`src/rtl/tdc_pkg.sv`:
```
package tdc_pkg;

    typedef enum logic [2:0] {
        ST_ARMING  = 3'd0,
        ST_WATCH   = 3'd1,
        ST_INPULSE = 3'd2,
        ST_REPORT  = 3'd3,
        ST_OVERRUN = 3'd4
    } tdc_state_e;

endpackage

```
`src/rtl/tdc_ones_count.sv`:
```
// Counts the set bits of a tap snapshot with a ripple of partial sums.
module tdc_ones_count #(
    parameter int N  = 36,
    parameter int OW = $clog2(N + 1)
) (
    input  logic [N-1:0]  vec_i,
    output logic [OW-1:0] ones_o
);

    logic [OW-1:0] part [N+1];

    assign part[0] = '0;

    for (genvar gi = 0; gi < N; gi++) begin : g_sum
        assign part[gi+1] = part[gi] + OW'(vec_i[gi]);
    end

    assign ones_o = part[N];

endmodule

```
`src/rtl/tdc_edge_sense.sv`:
```
// Derives the two edge conditions the controller needs from a snapshot.
module tdc_edge_sense #(
    parameter int NTAPS       = 36,
    parameter int PERIOD_TAPS = 33
) (
    input  logic [NTAPS-1:0] snap_i,
    output logic             any_high_o,
    output logic             low_gap_o
);

    assign any_high_o = |snap_i;

    // The falling edge is looked for only in the taps that span one period;
    // taps beyond it may still carry the rising edge one cycle later.
    if (PERIOD_TAPS >= NTAPS) begin : g_full_win
        assign low_gap_o = ~(&snap_i);
    end else begin : g_part_win
        assign low_gap_o = ~(&snap_i[PERIOD_TAPS-1:0]);
    end

endmodule

```
`src/rtl/tdc_width_calc.sv`:
```
// Combines the coarse distance and the two fine codes into a width.
module tdc_width_calc #(
    parameter int PERIOD_TAPS = 33,
    parameter int CW          = 7,
    parameter int FW          = 6,
    parameter int WW          = 12
) (
    input  logic [CW-1:0] coarse_i,
    input  logic [FW-1:0] start_fine_i,
    input  logic [FW-1:0] stop_fine_i,
    output logic [WW-1:0] width_o
);

    logic [WW-1:0] coarse_bins;

    assign coarse_bins = WW'(coarse_i) * WW'(PERIOD_TAPS);
    assign width_o     = coarse_bins + WW'(start_fine_i) - WW'(stop_fine_i);

endmodule

```
`src/rtl/tdc_pulse_width.sv`:
```
module tdc_pulse_width
    import tdc_pkg::*;
#(
    parameter int NTAPS       = 36,
    parameter int PERIOD_TAPS = 33,
    parameter int MAX_COARSE  = 64,
    localparam int CW = $clog2(MAX_COARSE + 1),
    localparam int FW = $clog2(NTAPS + 1),
    localparam int WW = $clog2((MAX_COARSE + 1) * PERIOD_TAPS + NTAPS + 1)
) (
    input  logic             clk,
    input  logic             rst_n,
    input  logic [NTAPS-1:0] tap_snap,
    output logic [WW-1:0]    width_o,
    output logic             width_vld_o,
    output logic             ovf_o
);

    tdc_state_e    state_q, state_d;
    logic [CW-1:0] coarse_q;
    logic [FW-1:0] start_fine_q;
    logic [FW-1:0] stop_fine_q;
    logic [FW-1:0] ones_cnt;
    logic          any_high;
    logic          low_gap;
    logic [WW-1:0] width_calc;

    tdc_ones_count #(.N(NTAPS), .OW(FW)) u_ones (
        .vec_i  (tap_snap),
        .ones_o (ones_cnt)
    );

    tdc_edge_sense #(.NTAPS(NTAPS), .PERIOD_TAPS(PERIOD_TAPS)) u_sense (
        .snap_i     (tap_snap),
        .any_high_o (any_high),
        .low_gap_o  (low_gap)
    );

    tdc_width_calc #(
        .PERIOD_TAPS (PERIOD_TAPS),
        .CW          (CW),
        .FW          (FW),
        .WW          (WW)
    ) u_calc (
        .coarse_i     (coarse_q),
        .start_fine_i (start_fine_q),
        .stop_fine_i  (stop_fine_q),
        .width_o      (width_calc)
    );

    // Next-state logic
    always_comb begin
        state_d = state_q;
        unique case (state_q)
            ST_ARMING:  if (!any_high) state_d = ST_WATCH;
            ST_WATCH:   if (any_high)  state_d = ST_INPULSE;
            ST_INPULSE: begin
                if (low_gap)
                    state_d = ST_REPORT;
                else if (coarse_q == CW'(MAX_COARSE - 1))
                    state_d = ST_OVERRUN;
            end
            ST_REPORT:  state_d = any_high ? ST_ARMING : ST_WATCH;
            ST_OVERRUN: state_d = ST_ARMING;
            default:    state_d = ST_ARMING;
        endcase
    end

    // State register
    always_ff @(posedge clk or negedge rst_n) begin
        if (!rst_n) state_q <= ST_ARMING;
        else        state_q <= state_d;
    end

    // Coarse counter and fine-code capture
    always_ff @(posedge clk or negedge rst_n) begin
        if (!rst_n) begin
            coarse_q     <= '0;
            start_fine_q <= '0;
            stop_fine_q  <= '0;
        end else begin
            if (state_q == ST_WATCH && any_high) begin
                coarse_q     <= '0;
                start_fine_q <= ones_cnt;
            end
            if (state_q == ST_INPULSE) begin
                coarse_q <= coarse_q + 1'b1;
                if (low_gap)
                    stop_fine_q <= FW'(NTAPS) - ones_cnt;
            end
        end
    end

    // Outputs
    always_comb begin
        width_o     = '0;
        width_vld_o = 1'b0;
        ovf_o       = 1'b0;
        unique case (state_q)
            ST_REPORT: begin
                width_o     = width_calc;
                width_vld_o = 1'b1;
            end
            ST_OVERRUN: ovf_o = 1'b1;
            ST_ARMING, ST_WATCH, ST_INPULSE: ;
            default: ;
        endcase
    end

endmodule

```
`config.mk`:
```
export PLATFORM = sky130hd
export DESIGN_NAME = tdc_pulse_width
export DESIGN_NICKNAME = d
export VERILOG_FILES = /design/src/rtl/tdc_pkg.sv /design/src/rtl/tdc_ones_count.sv /design/src/rtl/tdc_edge_sense.sv /design/src/rtl/tdc_width_calc.sv /design/src/rtl/tdc_pulse_width.sv
export SDC_FILE = /design/constraint.sdc
export NUM_CORES = 1
export LEC_CHECK = 0
export ABC_AREA = 1
export BUFFER_PORTS_ARGS = -buffer_cell sky130_fd_sc_hd__buf_2
export CORE_MARGIN = 4
export CORE_UTILIZATION = 60
export CTS_CLUSTER_SIZE = 25
export DETAILED_ROUTE_END_ITERATION = 10
export PLACE_DENSITY = 0.83
export SLEW_MARGIN = 0
export SYNTH_ARGS = -nofsm -noshare
export SYNTH_HDL_FRONTEND = slang
export SYNTH_SLANG_ARGS = --single-unit
```
`constraint.sdc`:
```
create_clock -name clk -period 7.1 [get_ports clk]
set_input_delay 0.355 -clock clk [delete_from_list [all_inputs] [get_ports clk]]
set_output_delay 0.355 -clock clk [all_outputs]
set_load 0.1 [all_outputs]
```
Word-level counts from Yosys, hierarchy flattened
Index checks and enable logic that the tools add are counted.

word-level totals
  bits in registers = 22
  input port bits = 38
  output and inout bits = 14
  logic and storage cells = 71

cells by class
  add/subtract/negate cells = 39
  multipliers = 1
  equal/unequal tests = 8
  muxes and demuxes = 11
  bitwise logic cells = 1
  reductions and logical operators = 7

operators with widths
  kind                    number
  $add A6 B1 Y6           34
  $reduce_or A36 Y1       1
  $reduce_and A33 Y1      1
  $mux W7                 2
  $add A12 B6 Y12         1
  $mul A7 B6 Y12 const B  1
  $mux W12                1
  $mux W3                 4
  $pmux W3 S4             1
  $sub A12 B6 Y12         1
  $add A7 B1 Y7 const B   1
  $eq A7 B6 Y1 const B    1
  $eq A3 B2 Y1 const B    2
  $sub A6 B6 Y6 const A   1
  $ne A2 B2 Y1 const B    2
  $eq A3 B1 Y1 const B    1
  $eq A3 B3 Y1 const B    1
  $logic_not A3 Y1        1
  $mux W1                 3
  $ne A3 B3 Y1 const B    1
  $reduce_and A3 Y1       1
  $add A1 B1 Y2           1
  $reduce_and A2 Y1       1
  $reduce_bool A2 Y1      1
  other kinds (2)         2

Longest topological paths before layout
Gate-level depths: netlist of the first run.

  depth after elaboration = 36
  depth in mapped cells = 24
  depth with buffers taken out = 24

Cells and area by module
Synthesis of the first run repeated with hierarchy kept, for this count alone.

unflattened totals
  cells, all modules = 514
  area total of the unflattened synthesis = 3634.7 µm²

modules (own cells, without submodules)
  module           times used  cells each  area an instance (µm²)  sequential area each (µm²)
  tdc_pulse_width  1           170         1232.4                  550.5
  tdc_width_calc   1           166         1138.6                  0.0
  tdc_ones_count   1           119         1032.2                  0.0
  tdc_edge_sense   1           59          231.5                   0.0

Worst setup path before layout of the first run
OpenSTA, ideal clock, no wires.

  kind = input -> register
  start point = input port tap_snap[2]
  end point = register stop_fine_q[4]
  setup time = 0.083 ns
  data arrival time = 4.850 ns
  required time = 7.017 ns
  slack = 2.168 ns
  stages on the path = 17
  path buffers = 0
  cell sequence = inv_1 -> fa_1 -> fa_1 -> fa_1 -> fa_1 -> fa_1 -> fa_1 -> fa_1 -> inv_1 -> fa_1 -> inv_1 -> ha_1 -> inv_1 -> nand2_1 -> nand2_1 -> xor2_1 -> o21ai_0

on the way
  word-level cells in the longest chain between the ends = 35
  elaborated cells between the ends (all ways) = 38
  classes of those cells = 35 x add/sub; 1 x bitwise; 2 x reduce/logical

RTL lines
  element                       line                   RTL
  start: declaration            tdc_pulse_width.sv:13  input logic [NTAPS-1:0] tap_snap,
  $add A6 B1 Y6 (34 in series)  tdc_ones_count.sv:15   assign part[gi+1] = part[gi] + OW'(vec_i[gi]);
  via ones_cnt[1]               tdc_pulse_width.sv:23  logic [FW-1:0] ones_cnt;
  $sub A6 B6 Y6                 tdc_pulse_width.sv:89  stop_fine_q <= FW'(NTAPS) - ones_cnt;
  end signal: assignment        tdc_pulse_width.sv:89
  end: declaration              tdc_pulse_width.sv:22  logic [FW-1:0] stop_fine_q;

The timed path passes the listed nets, and every way through them passes these cells.
A chain may end at the register's enable or synchronous reset.

Worst setup path after layout of the first run
Ends and elaborated chain as after synthesis.

==> reports/results.txt, run 1 <==
Status - completed
Placed cell areas - 3890 sq um
Clock net sink count - 22
Power density cells - 440 nW/um^2
Routed via count - 3123
Distinct cells, synth - 28
Pleak - 2.24 nW
Reg clk slew, reported paths - 80 ps
CP max-delay cell - fa_1
Routed Antenna Nets - 0
Initial antenna violation count - 0
H-tree lvl count - 1
Port Buffers - 51
Via/cell ratio - 5.09
Crit Path Class - in2reg
Final setup vio count - 0
Wirelength per Cell - 12.1 um
Die W - 85.0 um
CP arrival - 5120 ps
Max-Cap Viols - 0
Row cnt - 27
Post-Syn Area - 3560 sq um
Clock Latency Late Sink - 260 ps
Internal power - 0.777 mW
Design area - 3950 sq um
Hold Buf Count CTS - 0
Unrepaired setup endpoints after global routing - false
Initial detailed-routing violation count - 148
Reg power frac - 10.1%
CTS tree - yes
CP startpoint kind - input pin
WL final - 7420 um
Total power - 1.74 mW
Syn Inst Count - 488
Synth Warn # - 0
CP max stage delay - 580 ps
Top cells by area, synth - fa_1 (20%), ha_1 (19%), dfrtp_1 (15%), inv_1 (13%), nand2_1 (9.1%)
Part of the cycle the worst path needs - 69.6%
Proportion of layout cells with a drive suffix above 1 - 13.3%
Sw frac - 55.3%
Gr ovfl total - 0
DIE HEIGHT - 85.0 um
CP max FO - 3
Critical path's top delay family - adder cells
Final hold vios - 0
Syn_nets - 615
First-pass GRT wire length - 13300 um
Drt pass-1 iters - 5
#FFs+latches synth - 22
GRT Total Usage - 22.2%
Synth top cells by count - inv_1 (126), nand2_1 (86), nor2_1 (56)
Most frequent CP cell - fa_1
Cts repair resizes - 0
Placer Congestion - 0.895
Slew @ Worst Pin - 671 ps
Top-count cell post-synth - inv_1
Fill cells - 479
Post-Layout Cell Count - 614
Post-route DRC - 0
Comb power frac - 84.8%
Max Freq - 202 MHz
Critical path required time - 7270 ps
Syn-to-layout area delta - 11.0%
Initial Util - 63.1%
Min Tclk post-route - 4940 ps
Critical-path cell list - buf_2, inv_1, fa_1, fa_1, fa_1, fa_1, fa_1, fa_1, fa_1, inv_1, fa_1, inv_1, ha_1, inv_1, nand2_1, nand2_1, xor2_1, o21ai_0
Hold Crit Class - in2async
Crit end category - register
CP Buf/Inv Count - 5
Placed cells - 610
Layout net count - 670
Clock share of power - 5.1%
Largest net degree at the start of global routing - 23
Worst VDD drop - 830 uV
I/O pin cnt - 52
Ys flop type - dfrtp_1
Ant diodes - 0
Vias in the first global route - 3145
Sw power - 0.960 mW
Post-CTS Setup Bufs - 0
Number of enable flip-flop cells after synthesis - 0
Rel. slew slack - 55.0%
Clock root buffer - clkbuf_8
Fin Setup TNS - 0 ps
Synth top area share - 20.3%
Clock buffer depth - 2
Slew Viols, Final - 0
Avg Synthesized Cell Area - 7.29 sq um
Sequential cell area fraction in the yosys report - 15.5%
Clk_skew - 9.71 ps
Total CTS buffers - 3
Area leader, netlist - fa_1
Die area - 7220 sq um
Post-DP HPWL - 6720 um
Async SR Flop Fraction - 100%
CORE AREA - 5640 sq um
## metal layers
metal / up-vias / GRT usage [%] / share of wire, %
met5: - / 0 / 0
met4: 0 / 5.18 / 1.7
met3: 16 / 3.50 / 5.0
met2: 70 / 39.2 / 50
met1: 1451 / 28.5 / 43
li1: 1586 / - / -
## state kept, by name, indices dropped and copies added, names as in the netlist
name	cells
coarse_q	7
start_fine_q	6
state_q	3
stop_fine_q	6
## path summary, 6_finish.rpt
kind                                             startpoint                     endpoint  slack, ps  cells after the start
worst max-delay path                            tap_snap[2]   stop_fine_q[4]$_DFFE_PN0P_       2160                     18
worst min-delay path                                  rst_n      coarse_q[2]$_DFFE_PN0P_         40                      1
worst max register to register       state_q[2]$_DFFE_PN0P_      coarse_q[6]$_DFFE_PN0P_       5560                      8
worst min register to register  start_fine_q[3]$_DFFE_PN0P_  start_fine_q[3]$_DFFE_PN0P_        490                      2
max in group asynchronous                             rst_n  start_fine_q[0]$_DFFE_PN0P_       6720                      1
min in group clk                start_fine_q[3]$_DFFE_PN0P_  start_fine_q[3]$_DFFE_PN0P_        490                      2
## power groups by stage
stage | Clock, mW | Combinational, mW | Sequential (mW)
after floorplan | 0 | 1.18 | 0.173
after global placement | 0 | 1.41 | 0.178
after detailed placement | 0 | 1.48 | 0.179
after CTS | 0.0905 | 1.49 | 0.176
after global routing | 0.0968 | 1.75 | 0.180
final | 0.0880 | 1.47 | 0.176
## logic make-up after synthesis
| family | Yosys count | synth area share [%] |
|---|---|---|
| xor gates and xnor gates | 6 | 1.48 |
| AOI/OAI and AO/OA | 43 | 6.09 |
| DFF | 22 | 15.5 |
| adders and majority gates | 89 | 38.9 |
| buffers and inverters | 133 | 14.2 |
| and+or+nand+nor | 195 | 23.8 |
## cells in the final DEF (no fill, tap or decap), drive strengths merged, types with 2 or more instances in the layout
| master | Yosys | layout |
|---|---|---|
| or2 | 2 | 2 |
| dfrtp | 22 | 22 |
| xnor2 | 4 | 4 |
| inv | 132 | 132 |
| nand3 | 34 | 34 |
| a21oi | 17 | 17 |
| ha | 53 | 53 |
| clkbuf | 0 | 4 |
| xor2 | 2 | 2 |
| o21ai | 25 | 25 |
| buf | 1 | 51 |
| nand4 | 4 | 4 |
| fa | 36 | 36 |
| nand2 | 89 | 89 |
| nor2 | 60 | 60 |
| nor3 | 4 | 4 |
## layout make-up
cell class                      instances  area (sq um)  area share (%)
Clock buffer                            4          55.1            1.39
Inverter                              132           498            12.6
Multi-Input combinational cell        333          2500            63.3
Sequential cell                        22           551            13.9
Tap cell                               72          90.1            2.28
Timing Repair Buffer                   51           255            6.46
## worst register-to-register path, stage by stage (launching register included)
cell and delay [ps]:
dfrtp_1 470, nor3_4 350, inv_2 120, nor2_2 110, inv_2 60, nor2_2 100
nand2_1 70, nand3_1 80, o21ai_1 70
## through the flow
stage	hold WS, ps	util [%]	setup WS (ps)
6_report	39.7	70.0	2160
5_1_grt	83.4	70.0	1890
4_1_cts	54.9	70.0	2140
3_5_place_dp	338	69.0	1900
3_3_place_gp	332	69.0	1950
2_1_floorplan	59.4	-	2170
No activity file was read; power rests on OpenSTA's default activity.
==> run 2: changes to the inputs <==
--- a/config.mk
+++ b/config.mk
@@ -5,13 +5,13 @@
 export SDC_FILE = /design/constraint.sdc
 export NUM_CORES = 1
 export LEC_CHECK = 0
-export ABC_AREA = 1
+export ABC_AREA = 0
 export BUFFER_PORTS_ARGS = -buffer_cell sky130_fd_sc_hd__buf_2
 export CORE_MARGIN = 4
-export CORE_UTILIZATION = 60
+export CORE_UTILIZATION = 53
 export CTS_CLUSTER_SIZE = 25
 export DETAILED_ROUTE_END_ITERATION = 10
-export PLACE_DENSITY = 0.83
+export PLACE_DENSITY = 0.78
 export SLEW_MARGIN = 0
 export SYNTH_ARGS = -nofsm -noshare
 export SYNTH_HDL_FRONTEND = slang
==> constraint.sdc (replaced) <==
create_clock -name clk -period 4.3 [get_ports clk]
set_input_delay 0.215 -clock clk [delete_from_list [all_inputs] [get_ports clk]]
set_output_delay 0.215 -clock clk [all_outputs]
set_load 0.1 [all_outputs]
==> reports/results.txt, run 2 <==
Distinct cells, synth - 42
Routed via count - 2775
Dpl ws - -876 ps
Setup WS post-layout - -513 ps
Post-Layout Cell Count - 532
Rel. slew slack - 42.1%
Fin Setup TNS - -2480 ps
Routed Antenna Nets - 0
Clock buffer depth - 2
Slew @ Worst Pin - 869 ps
Violated checks - negative setup slack
Number of enable flip-flop cells after synthesis - 0
Commonest non-fill, non-tap cells in the layout - inv_1 (93), ha_1 (52), buf_2 (45)
Port Buffers - 51
Slew Viols, Final - 0
DIE HEIGHT - 86.4 um
Drt pass-1 iters - 4
Status - finished with violations
CP max FO - 2
GRT Total Usage - 20.6%
H-tree lvl count - 1
Ys flop type - dfrtp_1
Gr ovfl total - 0
Crit end category - register
Part of the cycle the worst path needs - 112%
Placed cells - 521
Critical path required time - 4480 ps
#FFs+latches synth - 22
CP startpoint kind - input pin
First-pass GRT wire length - 12500 um
Commonest non-fill, non-tap cell in the layout - inv_1
Vias in the first global route - 2954
Largest register FFs - 7
Hold Crit Class - in2reg
Via/cell ratio - 5.22
CORE AREA - 5960 sq um
Syn_nets - 497
Syn-to-layout area delta - 25.3%
CP arrival - 5000 ps
Initial detailed-routing violation count - 89
Die W - 86.4 um
Synth top area share - 22.1%
Max Freq - 208 MHz
Top-count cell post-synth - inv_1
Synth Warn # - 0
Total CTS buffers - 3
Syn Inst Count - 370
Area leader, netlist - fa_1
Avg Synthesized Cell Area - 8.81 sq um
Max-Cap Viols - 0
Row cnt - 28
Placer Congestion - 0.884
Largest Register - coarse_q
Clock Latency Late Sink - 260 ps
Post-Syn Area - 3260 sq um
Die area - 7470 sq um
Async SR Flop Fraction - 100%
Final hold vios - 0
Synth top cells by count - inv_1 (101), ha_1 (53), fa_1 (36)
Final setup vio count - 7
Top cells by area, synth - fa_1 (22%), ha_1 (20%), dfrtp_1 (17%), inv_1 (12%), xnor2_1 (3.2%)
WL final - 7030 um
Largest regs - coarse_q (7), start_fine_q (6), stop_fine_q (6)
Post-DP HPWL - 6030 um
Wirelength per Cell - 13.2 um
Initial Util - 54.7%
Sequential cell area fraction in the yosys report - 16.9%
Clk_skew - 2.42 ps
Unrepaired setup endpoints after global routing - true
I/O pin cnt - 52
Clock net sink count - 22
Min Tclk post-route - 4810 ps
Crit Path Class - in2reg
Reg clk slew, reported paths - 70 ps
Largest net degree at the start of global routing - 23
Proportion of layout cells with a drive suffix above 1 - 26.5%
Fill cells - 451
Post-route DRC - 0
Ant diodes - 0
Initial antenna violation count - 0
CTS tree - yes
Layout net count - 586
Clock root buffer - clkbuf_8
run 2: metal layers:
| layer | track usage, % | part of all wire [%] |
|---|---|---|
| met2 | 39.4 | 55 |
| met5 | 0 | 0 |
| met3 | 2.28 | 2.8 |
| met1 | 24.2 | 41 |
| met4 | 5.38 | 1.9 |
run 2: stage by stage:
stage	utilization (%)	hold WS [ps]	area (sq um)
finish	68.6	399	4080
floorplan	-	-80.6	3300
detailed placement	64.8	216	3860
global route	68.6	417	4080
global placement	64.8	217	3860
CTS	67.2	391	4000
run 2: kinds of logic (layout without fill, tap and decap cells):
kind of cell               Yosys count  after routing  share of synthesized area [%]
xor gates and xnor gates            13             13                           3.49
muxes                                3              3                          0.998
AOI/OAI and AO/OA                   54             54                           10.3
DFF                                 22             22                           16.9
and+or+nand+nor                     83             83                           13.4
buffers and inverters              106            193                           12.4
adders and majority gates           89             89                           42.5
run 2: layout make-up:
type                       instances  area (sq um)  area share (%)
clock buffer                       3          41.3            1.01
inverter                         102           383            9.37
multi-input combinational        242          2400            58.8
sequential                        22           552            13.5
tap                               75          93.8            2.30
timing repair buffer              88           612            15.0
run 2: repair_timing:
action                                 in CTS  in global routing
hold buffers                                1                  0
pin swaps                                  11                  5
gates resized for setup                    21                 14
endpoints found under the hold margin      22                  0
setup endpoints to repair                  11                 12
buffers inserted                            2                  5
run 2: path summary, 6_finish.rpt:
kind                                                   from                          end  slack (ps)  cells after the start
worst max-delay path                           tap_snap[13]   stop_fine_q[4]$_DFFE_PN0P_        -510                     16
worst min-delay path                           tap_snap[29]       state_q[2]$_DFFE_PN0P_         400                      5
worst max register to register       state_q[1]$_DFFE_PN0P_   stop_fine_q[2]$_DFFE_PN0P_        2140                      4
worst min register to register  start_fine_q[0]$_DFFE_PN0P_  start_fine_q[0]$_DFFE_PN0P_         500                      2
max in group asynchronous                             rst_n      coarse_q[2]$_DFFE_PN0P_        3490                      2
min in group asynchronous                             rst_n  start_fine_q[0]$_DFFE_PN0P_         450                      2
run 2: worst max-delay path: stages:
cell	delay [ps]
buf_8	100
fa_1	490
fa_1	490
inv_1	50
fa_1	470
fa_1	540
fa_1	430
fa_1	510
fa_2	210
inv_2	50
fa_2	360
a21o_1	170
a21oi_2	170
xnor2_2	90
or4_1	500
a31oi_1	140
Power of run 2 is not shown: default switching activity piles up to over one toggle a cycle in this logic, so the estimate is an artifact.
==> run 3: changes to the inputs <==
--- a/config.mk
+++ b/config.mk
@@ -5,13 +5,13 @@
 export SDC_FILE = /design/constraint.sdc
 export NUM_CORES = 1
 export LEC_CHECK = 0
-export ABC_AREA = 0
+export ABC_AREA = 1
 export BUFFER_PORTS_ARGS = -buffer_cell sky130_fd_sc_hd__buf_2
 export CORE_MARGIN = 4
-export CORE_UTILIZATION = 53
+export CORE_UTILIZATION = 54
 export CTS_CLUSTER_SIZE = 25
 export DETAILED_ROUTE_END_ITERATION = 10
-export PLACE_DENSITY = 0.78
+export PLACE_DENSITY = 0.79
 export SLEW_MARGIN = 0
 export SYNTH_ARGS = -nofsm -noshare
 export SYNTH_HDL_FRONTEND = slang
==> reports/results.txt, run 3 (synthesis results as in run 1) <==
Post-DP HPWL - 6700 um
Clock root buffer - clkbuf_8
Crit end category - register
Clock Latency Late Sink - 260 ps
CTS tree - yes
CP arrival - 4860 ps
Slew @ Worst Pin - 637 ps
Fill cells - 498
Syn-to-layout area delta - 23.4%
Total CTS buffers - 3
Critical path's top delay family - adder cells
Slew Viols, Final - 0
Violated checks - negative setup slack
Initial antenna violation count - 0
Commonest non-fill, non-tap cells in the layout - inv_1 (108), nand2_1 (77), nor2_1 (56)
Setup WS post-layout - -373 ps
Clock buffer depth - 2
Rel. slew slack - 57.3%
Reg clk slew, reported paths - 80 ps
Die area - 7950 sq um
CORE AREA - 6390 sq um
Routed Antenna Nets - 0
Hold Crit Class - in2reg
First-pass GRT wire length - 13800 um
Status - finished with violations
Port Buffers - 51
Worst Hold Slack - 416 ps
CP max FO - 3
Wirelength per Cell - 12.5 um
Placed cell areas - 4110 sq um
Largest regs - coarse_q (7), start_fine_q (6), stop_fine_q (6)
Placer Congestion - 0.928
Max Freq - 214 MHz
Crit Path Class - in2reg
CP Buf/Inv Count - 5
Via/cell ratio - 4.98
Max-Cap Viols - 0
Min Tclk post-route - 4670 ps
H-tree lvl count - 1
Critical path depth - 18
Worst Hold Depth - 7
CP startpoint kind - input pin
Part of the cycle the worst path needs - 109%
Die W - 89.2 um
Initial detailed-routing violation count - 145
GRT Total Usage - 21.8%
Row cnt - 29
CP max-delay cell - fa_2
I/O pin cnt - 52
Most frequent CP cell - fa_1
Clk_skew - 2.36 ps
Design area - 4390 sq um
Post-route DRC - 0
Unrepaired setup endpoints after global routing - true
Final hold vios - 0
Critical-path cell list - buf_2, inv_2, fa_1, fa_2, fa_1, fa_1, fa_1, fa_1, fa_2, inv_2, fa_1, inv_2, ha_4, inv_2, nand2_2, nand2_1, xor2_1, o21ai_1
Vias in the first global route - 3236
Initial Util - 55.7%
Largest register FFs - 7
Critical path required time - 4490 ps
WL final - 8140 um
Clock net sink count - 22
CP max stage delay - 560 ps
Commonest non-fill, non-tap cell in the layout - inv_1
Gr ovfl total - 0
Largest Register - coarse_q
Proportion of layout cells with a drive suffix above 1 - 25.7%
Layout net count - 701
Final setup vio count - 7
DIE HEIGHT - 89.2 um
Routed via count - 3236
R2R cell count - 8
Ant diodes - 0
Largest net degree at the start of global routing - 23
Drt pass-1 iters - 4
-- run 3: changes by cell type in the layout (fill, tap and decap cells not counted), sizes merged, moves of 7 or more --
| cell | before | now |
|---|---|---|
| nor2 | 14 | 60 |
| o21ai | 17 | 25 |
| nand3 | 11 | 34 |
| buf | 87 | 80 |
| xnor2 | 12 | 4 |
| nor4 | 9 | 1 |
| nand2 | 18 | 89 |
| inv | 102 | 132 |
-- run 3: path summary, 6_finish.rpt --
check,end,slack [ps],from
hold / removal,state_q[2]$_DFFE_PN0P_,420,tap_snap[20]
setup reg to reg,coarse_q[6]$_DFFE_PN0P_,2770,state_q[2]$_DFFE_PN0P_
hold reg to reg,start_fine_q[2]$_DFFE_PN0P_,500,start_fine_q[2]$_DFFE_PN0P_
setup / recovery,stop_fine_q[4]$_DFFE_PN0P_,-370,tap_snap[29]
min in group asynchronous,coarse_q[4]$_DFFE_PN0P_,440,rst_n
max in group asynchronous,stop_fine_q[5]$_DFFE_PN0P_,3530,rst_n
-- run 3: stage by stage --
step	setup slack, ps	instances	setup TNS (ps)	utilization (%)
6_report	-373	650	-1450	68.8
5_1_grt	-516	650	-2680	68.8
4_1_cts	-310	647	-1460	66.4
3_5_place_dp	-703	640	-4380	64.3
3_3_place_gp	-605	640	-3770	64.3
2_1_floorplan	-362	488	-1020	-
-- run 3: worst reg2reg max path, cell delays in order, from the launching register on --
cell and delay, ps:
dfrtp_1 460, nor3_4 360, inv_2 110, nor2_2 100, inv_2 50, nor2_2 90, nand2_1 70, nand3_1 70
o21ai_1 90
-- run 3: cell type report --
class / count / area, sq um / share of cell area [%]
Clock buffer: 4 / 55.1 / 1.25
Multi-Input combinational cell: 333 / 2660 / 60.5
Tap cell: 77 / 96.3 / 2.19
Inverter: 132 / 500 / 11.4
Sequential cell: 22 / 551 / 12.5
Timing Repair Buffer: 82 / 532 / 12.1
-- run 3: metal layers --
layer / share of wire [%] / vias to the layer above / global-route usage [%]
li1: - / 1648 / -
met1: 43 / 1519 / 28.4
met2: 53 / 59 / 39.0
met3: 2.8 / 10 / 3.41
met4: 0.76 / 0 / 3.11
met5: 0 / - / 0
-- run 3: what timing repair did --
item                       4_1_cts  5_1_grt
gates resized for setup         13       45
pin swaps                        5       12
buffers inserted                 2        4
setup endpoints to repair        9       11
hold endpoints to repair        22        0
hold buffers                     1        0
Power of run 3 is left out for the same reason.
